==> config.mk <==
export PLATFORM = sky130hd
export DESIGN_NAME = red554_top
export DESIGN_NICKNAME = d
export VERILOG_FILES = /design/src/rtl/red554_pkg.sv /design/src/rtl/red_ctr554.sv /design/src/rtl/red_level.sv /design/src/rtl/red_cla.sv /design/src/rtl/red554_top.sv
export SDC_FILE = /design/constraint.sdc
export NUM_CORES = 1
export LEC_CHECK = 0
export ABC_AREA = 1
export BUFFER_PORTS_ARGS = -buffer_cell sky130_fd_sc_hd__buf_2
export CAP_MARGIN = 20
export CORE_UTILIZATION = 45
export CTS_CLUSTER_DIAMETER = 60
export DETAILED_ROUTE_END_ITERATION = 10
export PLACE_DENSITY = 0.65
export SYNTH_ARGS = -nofsm -noshare
export SYNTH_HDL_FRONTEND = slang
export SYNTH_HIERARCHICAL = 1
export SYNTH_SLANG_ARGS = --single-unit
==> constraint.sdc <==
create_clock -name clk -period 0.8 [get_ports clk]
set_input_delay 0.04 -clock clk [delete_from_list [all_inputs] [get_ports clk]]
set_output_delay 0.04 -clock clk [all_outputs]
set_load 0.05 [all_outputs]
==> src/rtl/red554_pkg.sv <==
package red554_pkg;

    // Rows left after one compression level: two rows per group of five.
    function automatic int rows_after(input int rows_in);
        return 2 * ((rows_in + 4) / 5);
    endfunction

endpackage

==> src/rtl/red_ctr554.sv <==
// Two-column counter: five bits of weight 1 and five bits of weight 2,
// returned as a 4-bit count (a 10-in, 4-out lookup computed on the fly).
module red_ctr554 (
    input  logic [4:0] lo_i,
    input  logic [4:0] hi_i,
    output logic [3:0] sum_o
);

    always_comb begin
        sum_o = '0;
        for (int k = 0; k < 5; k++) begin
            sum_o = sum_o + {3'b000, lo_i[k]} + {2'b00, hi_i[k], 1'b0};
        end
    end

endmodule

==> src/rtl/red_level.sv <==
// One compression level: groups of five rows become two rows each.
module red_level #(
    parameter int ROWS_IN  = 8,
    parameter int W        = 20,
    parameter int ROWS_OUT = red554_pkg::rows_after(ROWS_IN)
) (
    input  logic                   clk,
    input  logic                   rst_n,
    input  logic [ROWS_IN*W-1:0]   rows_i,
    output logic [ROWS_OUT*W-1:0]  rows_o
);

    localparam int GROUPS = (ROWS_IN + 4) / 5;
    localparam int PADR   = GROUPS * 5;
    localparam int PAIRS  = W / 2;

    logic [W-1:0] padded [PADR];
    logic [3:0]   csum   [GROUPS][PAIRS];
    logic [W-1:0] outr   [ROWS_OUT];

    for (genvar r = 0; r < PADR; r++) begin : g_pad
        if (r < ROWS_IN) begin : g_real
            assign padded[r] = rows_i[r*W +: W];
        end else begin : g_zero
            assign padded[r] = '0;
        end
    end

    for (genvar g = 0; g < GROUPS; g++) begin : g_grp
        for (genvar j = 0; j < PAIRS; j++) begin : g_pair
            logic [4:0] lo_b;
            logic [4:0] hi_b;
            for (genvar r = 0; r < 5; r++) begin : g_tap
                assign lo_b[r] = padded[5*g + r][2*j];
                assign hi_b[r] = padded[5*g + r][2*j + 1];
            end
            red_ctr554 u_ctr (
                .lo_i  (lo_b),
                .hi_i  (hi_b),
                .sum_o (csum[g][j])
            );
        end
    end

    // Even pairs fill one row, odd pairs the other: their spans never overlap.
    always_comb begin
        for (int o = 0; o < ROWS_OUT; o++) begin
            outr[o] = '0;
        end
        for (int g = 0; g < GROUPS; g++) begin
            for (int j = 0; j < PAIRS; j++) begin
                outr[2*g + (j % 2)] = outr[2*g + (j % 2)] | (W'(csum[g][j]) << (2*j));
            end
        end
    end

    for (genvar o = 0; o < ROWS_OUT; o++) begin : g_out
        assign rows_o[o*W +: W] = outr[o];
    end

    // Arithmetic conservation across the level.
    logic [W-1:0] in_tot;
    logic [W-1:0] out_tot;
    always_comb begin
        in_tot  = '0;
        out_tot = '0;
        for (int r = 0; r < ROWS_IN; r++) begin
            in_tot = in_tot + rows_i[r*W +: W];
        end
        for (int o = 0; o < ROWS_OUT; o++) begin
            out_tot = out_tot + rows_o[o*W +: W];
        end
    end

    assert_level_conserves_R7 : assert property (
        @(posedge clk) disable iff (!rst_n) in_tot == out_tot
    );

endmodule

==> src/rtl/red_cla.sv <==
// Two-operand adder from 4-bit lookahead groups with a group carry chain.
module red_cla #(
    parameter int W = 20
) (
    input  logic         clk,
    input  logic         rst_n,
    input  logic [W-1:0] a_i,
    input  logic [W-1:0] b_i,
    output logic [W-1:0] s_o
);

    localparam int GROUPS = (W + 3) / 4;
    localparam int CW     = GROUPS * 4;

    logic [CW-1:0] ax;
    logic [CW-1:0] bx;
    logic [CW-1:0] s_full;
    logic          gc [GROUPS+1];

    assign ax    = CW'(a_i);
    assign bx    = CW'(b_i);
    assign gc[0] = 1'b0;

    for (genvar k = 0; k < GROUPS; k++) begin : g_grp
        logic [3:0] g;
        logic [3:0] p;
        logic [3:0] c;
        logic       grp_g;
        logic       grp_p;
        assign g = ax[4*k +: 4] & bx[4*k +: 4];
        assign p = ax[4*k +: 4] ^ bx[4*k +: 4];
        always_comb begin
            c[0]  = gc[k];
            c[1]  = g[0] | (p[0] & gc[k]);
            c[2]  = g[1] | (p[1] & g[0]) | (p[1] & p[0] & gc[k]);
            c[3]  = g[2] | (p[2] & g[1]) | (p[2] & p[1] & g[0])
                  | (p[2] & p[1] & p[0] & gc[k]);
            grp_g = g[3] | (p[3] & g[2]) | (p[3] & p[2] & g[1])
                  | (p[3] & p[2] & p[1] & g[0]);
            grp_p = &p;
        end
        assign gc[k+1]          = grp_g | (grp_p & gc[k]);
        assign s_full[4*k +: 4] = p ^ c;
    end

    assign s_o = s_full[W-1:0];

    logic [CW:0] add_ref;
    assign add_ref = {1'b0, ax} + {1'b0, bx};

    assert_cla_exact_R8 : assert property (
        @(posedge clk) disable iff (!rst_n) {gc[GROUPS], s_full} == add_ref
    );

endmodule

==> src/rtl/red554_top.sv <==
module red554_top #(
    parameter int NUM_ROWS = 8,
    parameter int ROW_W    = 16,
    parameter int OUT_W    = ROW_W + $clog2(NUM_ROWS)
) (
    input  logic                      clk,
    input  logic                      rst_n,
    input  logic [NUM_ROWS*ROW_W-1:0] i_rows,
    output logic [OUT_W-1:0]          o_sum
);
    import red554_pkg::*;

    localparam int IW = OUT_W + (OUT_W % 2);
    localparam int R1 = rows_after(NUM_ROWS);
    localparam int R2 = rows_after(R1);
    localparam int R3 = rows_after(R2);

    logic [NUM_ROWS*IW-1:0] stage0;
    logic [R1*IW-1:0]       stage1;
    logic [R2*IW-1:0]       stage2;
    logic [R3*IW-1:0]       stage3;
    logic [IW-1:0]          cla_s;

    for (genvar r = 0; r < NUM_ROWS; r++) begin : g_widen
        assign stage0[r*IW +: IW] = IW'(i_rows[r*ROW_W +: ROW_W]);
    end

    red_level #(.ROWS_IN(NUM_ROWS), .W(IW), .ROWS_OUT(R1)) u_lvl1 (
        .clk (clk), .rst_n (rst_n), .rows_i (stage0), .rows_o (stage1)
    );
    red_level #(.ROWS_IN(R1), .W(IW), .ROWS_OUT(R2)) u_lvl2 (
        .clk (clk), .rst_n (rst_n), .rows_i (stage1), .rows_o (stage2)
    );
    red_level #(.ROWS_IN(R2), .W(IW), .ROWS_OUT(R3)) u_lvl3 (
        .clk (clk), .rst_n (rst_n), .rows_i (stage2), .rows_o (stage3)
    );

    red_cla #(.W(IW)) u_cla (
        .clk   (clk),
        .rst_n (rst_n),
        .a_i   (stage3[IW-1:0]),
        .b_i   (stage3[2*IW-1:IW]),
        .s_o   (cla_s)
    );

    always_ff @(posedge clk or negedge rst_n) begin
        if (!rst_n) begin
            o_sum <= '0;
        end else begin
            o_sum <= cla_s[OUT_W-1:0];
        end
    end

    // Plain arithmetic total, independent of the counter tree.
    logic [OUT_W-1:0] ref_total;
    always_comb begin
        ref_total = '0;
        for (int r = 0; r < NUM_ROWS; r++) begin
            ref_total = ref_total + OUT_W'(i_rows[r*ROW_W +: ROW_W]);
        end
    end

    assert_no_overflow_R2 : assert property (
        @(posedge clk) disable iff (!rst_n) (cla_s >> OUT_W) == '0
    );

    assert_one_cycle_sum_R3 : assert property (
        @(posedge clk) disable iff (!rst_n) $past(rst_n) |-> o_sum == $past(ref_total)
    );

    assert_reset_clear_R4 : assert property (
        @(posedge clk) !rst_n |-> o_sum == '0
    );

endmodule

Word-level counts from Yosys, hierarchy flattened
Cells that the tools add are included.
{ "totals": {"ff_bits": 19, "input_bits": 130} }
{ "op_classes": {"n_bitwise": 140, "reduce_logical": 3, "n_addsub": 212} }
{ "ops": {"columns": ["cell", "count"], "rows": [
  ["$add 4x2->4", 80],
  ["$add 4x1->4", 48],
  ["$add 3x1->4", 32],
  ["$add 1x2->3", 34],
  ["$or 19x19->19", 4],
  ["$and 1x1->1", 58],
  ["$or 19x16->19", 3],
  ["$or 19x18->19", 3],
  ["$or 10x14->14", 4],
  ["$or 8x12->12", 4],
  ["$or 6x10->10", 4],
  ["$or 1x1->1", 39],
  ["$or 4x8->8", 4],
  ["$xor 4x4->4", 8],
  ["$or 14x18->18", 1],
  ["$and 4x4->4", 4],
  ["$or 12x16->16", 1],
  ["$reduce_and 4->1", 3],
  ["$add 3x1->3", 3],
  ["$add 3x2->3", 3],
  ["$add 1x1->1 const B", 8],
  ["$add 3x1->3 const B", 2],
  ["$xor 3x3->3", 2],
  ["$and 3x3->3", 1],
  ["$add 1x1->1", 2]
]} }

Depth between registers and ports, before layout
{ "logic_depth": {"word_depth": 44, "ltp_mapped": 34} }

Modules after synthesis
Netlist, hierarchy kept.
{ "by_module_without_submodules": {"columns": ["module", "seq_area_each_um2", "area_each_um2", "cells_per_inst", "instances"], "rows": [
  ["red_ctr554", 0.0, 216.5, 25, 40],
  ["red_cla", 0.0, 809.5, 109, 1],
  ["red554_top", 475.5, 479.2, 20, 1],
  ["red_level (u_lvl2 ...)", 0.0, 18.8, 3, 2],
  ["red_level (u_lvl1)", 0.0, 33.8, 5, 1]
]} }

Worst setup path after synthesis
Ideal clock, no wire load.
{ "synth_path": {"kind": "in2reg", "start": "in i_rows[4]", "end": "reg o_sum[17]", "stages": 27, "required_time_ps": 677, "setup_slack_ps": -5961, "t_arrival_ps": 6638, "path_cell_list": "fa_1 -> inv_1 -> fa_1 -> fa_1 -> fa_1 -> inv_1 -> fa_1 -> inv_1 -> fa_1 -> fa_1 -> inv_1 -> fa_1 -> inv_1 -> fa_1 -> fa_1 -> inv_1 -> ha_1 -> a21oi_1 -> nor2_1 -> nor2_4 -> nand2_4 -> nand2_4 -> nand2_4 -> nand2_2 -> nand2_2 -> fa_1 -> xor2_1"} }
{ "synth_via": {"word_cells_on_any_way": 81, "classes_between": "31 x add/sub; 48 x bitwise; 2 x reduce/logical"} }
{ "synth_rtl": {"columns": ["element", "line_no", "rtl"], "rows": [
  ["start, declared", "red554_top.sv:8", "input logic [NUM_ROWS*ROW_W-1:0] i_rows,"],
  ["$add 1x2->3 (*)", "red_ctr554.sv:12", "sum_o = sum_o + {3'b000, lo_i[k]} + {2'b00, hi_i[k], 1'b0};"],
  ["$add 3x1->4 (*)", "red_ctr554.sv:12", null],
  ["$add 4x2->4 (*)", "red_ctr554.sv:12", null],
  ["$add 4x1->4 (*)", "red_ctr554.sv:12", null],
  ["$add 4x2->4 (*)", "red_ctr554.sv:12", null],
  ["$add 4x1->4 (*)", "red_ctr554.sv:12", null],
  ["$add 4x2->4 (*)", "red_ctr554.sv:12", null],
  ["$add 4x1->4 (*)", "red_ctr554.sv:12", null],
  ["[... 4 more ...]", null, null],
  ["net stage1[5]", "red554_top.sv:19", "logic [R1*IW-1:0] stage1;"],
  ["[... 11 more ...]", null, null],
  ["net stage2[5]", "red554_top.sv:20", "logic [R2*IW-1:0] stage2;"],
  ["[... 7 more ...]", null, null],
  ["net stage3[5]", "red554_top.sv:21", "logic [R3*IW-1:0] stage3;"],
  ["[... 5 more ...]", null, null],
  ["$and 1x1->1 (*)", "red_cla.sv:42", "assign gc[k+1] = grp_g | (grp_p & gc[k]);"],
  ["$or 1x1->1 (*)", "red_cla.sv:42", null],
  ["$and 1x1->1 (*)", "red_cla.sv:42", null],
  ["$or 1x1->1 (*)", "red_cla.sv:42", null],
  ["$and 1x1->1 (*)", "red_cla.sv:34", "c[1] = g[0] | (p[0] & gc[k]);"],
  ["$or 1x1->1 (*)", "red_cla.sv:34", null],
  ["$xor 3x3->3 (*)", "red_cla.sv:43", "assign s_full[4*k +: 4] = p ^ c;"],
  ["net cla_s[17]", "red554_top.sv:22", "logic [IW-1:0] cla_s;"],
  ["end signal, assigned", "red554_top.sv:50", "o_sum <= cla_s[OUT_W-1:0];"],
  ["end, declared", "red554_top.sv:9", "output logic [OUT_W-1:0] o_sum"]
]} }
The timed path passes the listed nets; every way through them passes the cells marked *.

Final worst setup path
Ends and elaborated chain as after synthesis.

==> impl_metrics.ini <==
[run_status]
status = finished with violations
violations = negative setup slack

[global_route]
grt_start_max_net_pins = 20
grt_overflow_total = 0
grt_pass1_vias = 6747
antenna_found_initial = 0
grt_pass1_wl_um = 26100
grtUsageTotal_pct = 14.4

[setup_path]
crit_required_ns = 0.94
worstSetupStartpointType = input pin
end_kind = register
worstSetupPathType = in -> reg
path_max_fanout = 4
crit_arrival_ns = 6.58

[sta]
slew_viol_final = 0
max_freq_mhz = 155
finalWorstSetupSlack_ns = -5.65
rsz0062_at_grt = yes
setup_violations = 38
holdWs_ns = 0.282
period_share_pct = 806
final-hold-violation-count = 0
min_period_ns = 6.45

[floorplanning]
start_util_pct = 45.8
rows = 52
chipWidth_um = 146
fp.dieH_um = 146
dieArea_um2 = 21200
io_pins = 149
coreArea_um2 = 20200

[flow_run]
drv_cap = 0

[layout]
area_delta_synth_final_pct = 28.6
n_antenna_cell = 0
largest_reg_flops = 19
final_layout_size_suffix_gt1_share_pct = 22.9
max_flop_register = o_sum
top_regs = o_sum (19)
layout.nets = 1838

[logic_synthesis]
syn_area_um2 = 9270
avgSynthCellArea_um2 = 8.97
syn_inst = 1034
synth_warnings = 6

[detailed_routing]
vias = 6377
drc = 0
wl_per_cell_um = 8.02
firstDrtPassIters = 5
via_per_inst = 3.85
detail-route-antenna-nets = 0
wirelength_um = 13300
drtIter0Drc = 79

[clock_network]
htree_num_levels = 1
cts.sinks = 19
path_clk_slew_ns = 0.05
clockRootBuffer = clkbuf_16
cts_tree = done
cts_made_buffers = 3
cts_buffer_depth = 2

[placed_design]
port_buffers = 148
pre_cts_ws_ns = -6.08
hpwlAfterDp_um = 13000
place.gp.congestion = 0.734

[min_path]
worstHoldPathType = in -> async
==> metrics by stage <==
stage	instances	TNS, ns	util, %	area, um2
after floorplan	1180	-97.10	-	10100
after global placement	1644	-103.47	56.8	11500
after detailed placement	1644	-104.29	56.8	11500
after CTS	1651	-98.99	58.2	11800
after global routing	1657	-102.52	58.9	11900
final	1657	-97.98	58.9	11900
==> cell usage in the layout (no fill, tap or decap), types with 4 or more instances in the layout <==
| master | instances |
|---|---|
| buf_2 | 125 |
| nand2_1 | 46 |
| buf_6 | 30 |
| fa_1 | 210 |
| conb_1 | 150 |
| nand3_1 | 37 |
| inv_1 | 452 |
| dfrtp_1 | 19 |
| xnor2_1 | 34 |
| xor2_1 | 8 |
| nand2_4 | 4 |
| inv_2 | 34 |
| ha_1 | 72 |
| fa_2 | 23 |
| buf_4 | 55 |
| ha_4 | 12 |
| a21oi_2 | 5 |
| nand2_2 | 10 |
| a21oi_1 | 31 |
==> layer usage <==
layer / global-route usage, % / wire length (um) / up-vias
met3: 0.752 / 313 / 7
met4: 1.74 / 93 / 0
met5: 0 / 0 / -
met2: 27.9 / 7170 / 96
met1: 18.0 / 5710 / 2952
li1: - / - / 3322
==> area by class of cell <==
class | instances | area (um2)
clock buffer | 3 | 75.1
clock inverter | 1 | 5.00
fill | 1764 | 8310
inverter | 486 | 1820
multi-input combinational | 667 | 7820
sequential | 19 | 475
tap | 270 | 338
timing repair buffer | 211 | 1390
==> worst paths after layout <==
kind / startpoint / cells after the start / to / slack, ns
max: i_rows[4] / 28 / o_sum[17] / -5.65
min: rst_n / 2 / o_sum[4] / 0.28
max in group asynchronous: rst_n / 2 / o_sum[2] / 0.21
min in group clk: o_sum[2] / 1 / o_sum[2] / 0.78
==> critical path, cell delays in order <==
cell     delay [ns]
buf_6          0.09
fa_1           0.53
inv_1          0.05
fa_1           0.47
fa_2           0.39
fa_1           0.51
inv_1          0.05
fa_1           0.47
inv_1          0.05
fa_1           0.47
fa_2           0.54
inv_2          0.04
fa_1           0.48
inv_2          0.04
fa_1           0.51
fa_1           0.46
inv_2          0.07
ha_4           0.20
a21oi_4        0.19
nor2_4         0.05
nor2_4         0.09
nand2_4        0.06
nand2_4        0.06
nand2_4        0.06
nand2_2        0.06
nand2_2        0.06
fa_2           0.33
xor2_1         0.14
==> timing repair <==
item                                    in CTS  in global routing
endpoints found under the setup margin      38                 38
endpoints found under the hold margin       19                  0
pin swaps                                   31                 15
buffers inserted                             2                  6
gates resized for setup                     56                 36
hold buffers                                 1                  0
Power is not shown: default switching activity piles up to over one toggle a cycle in this logic, so the estimate is an artifact.
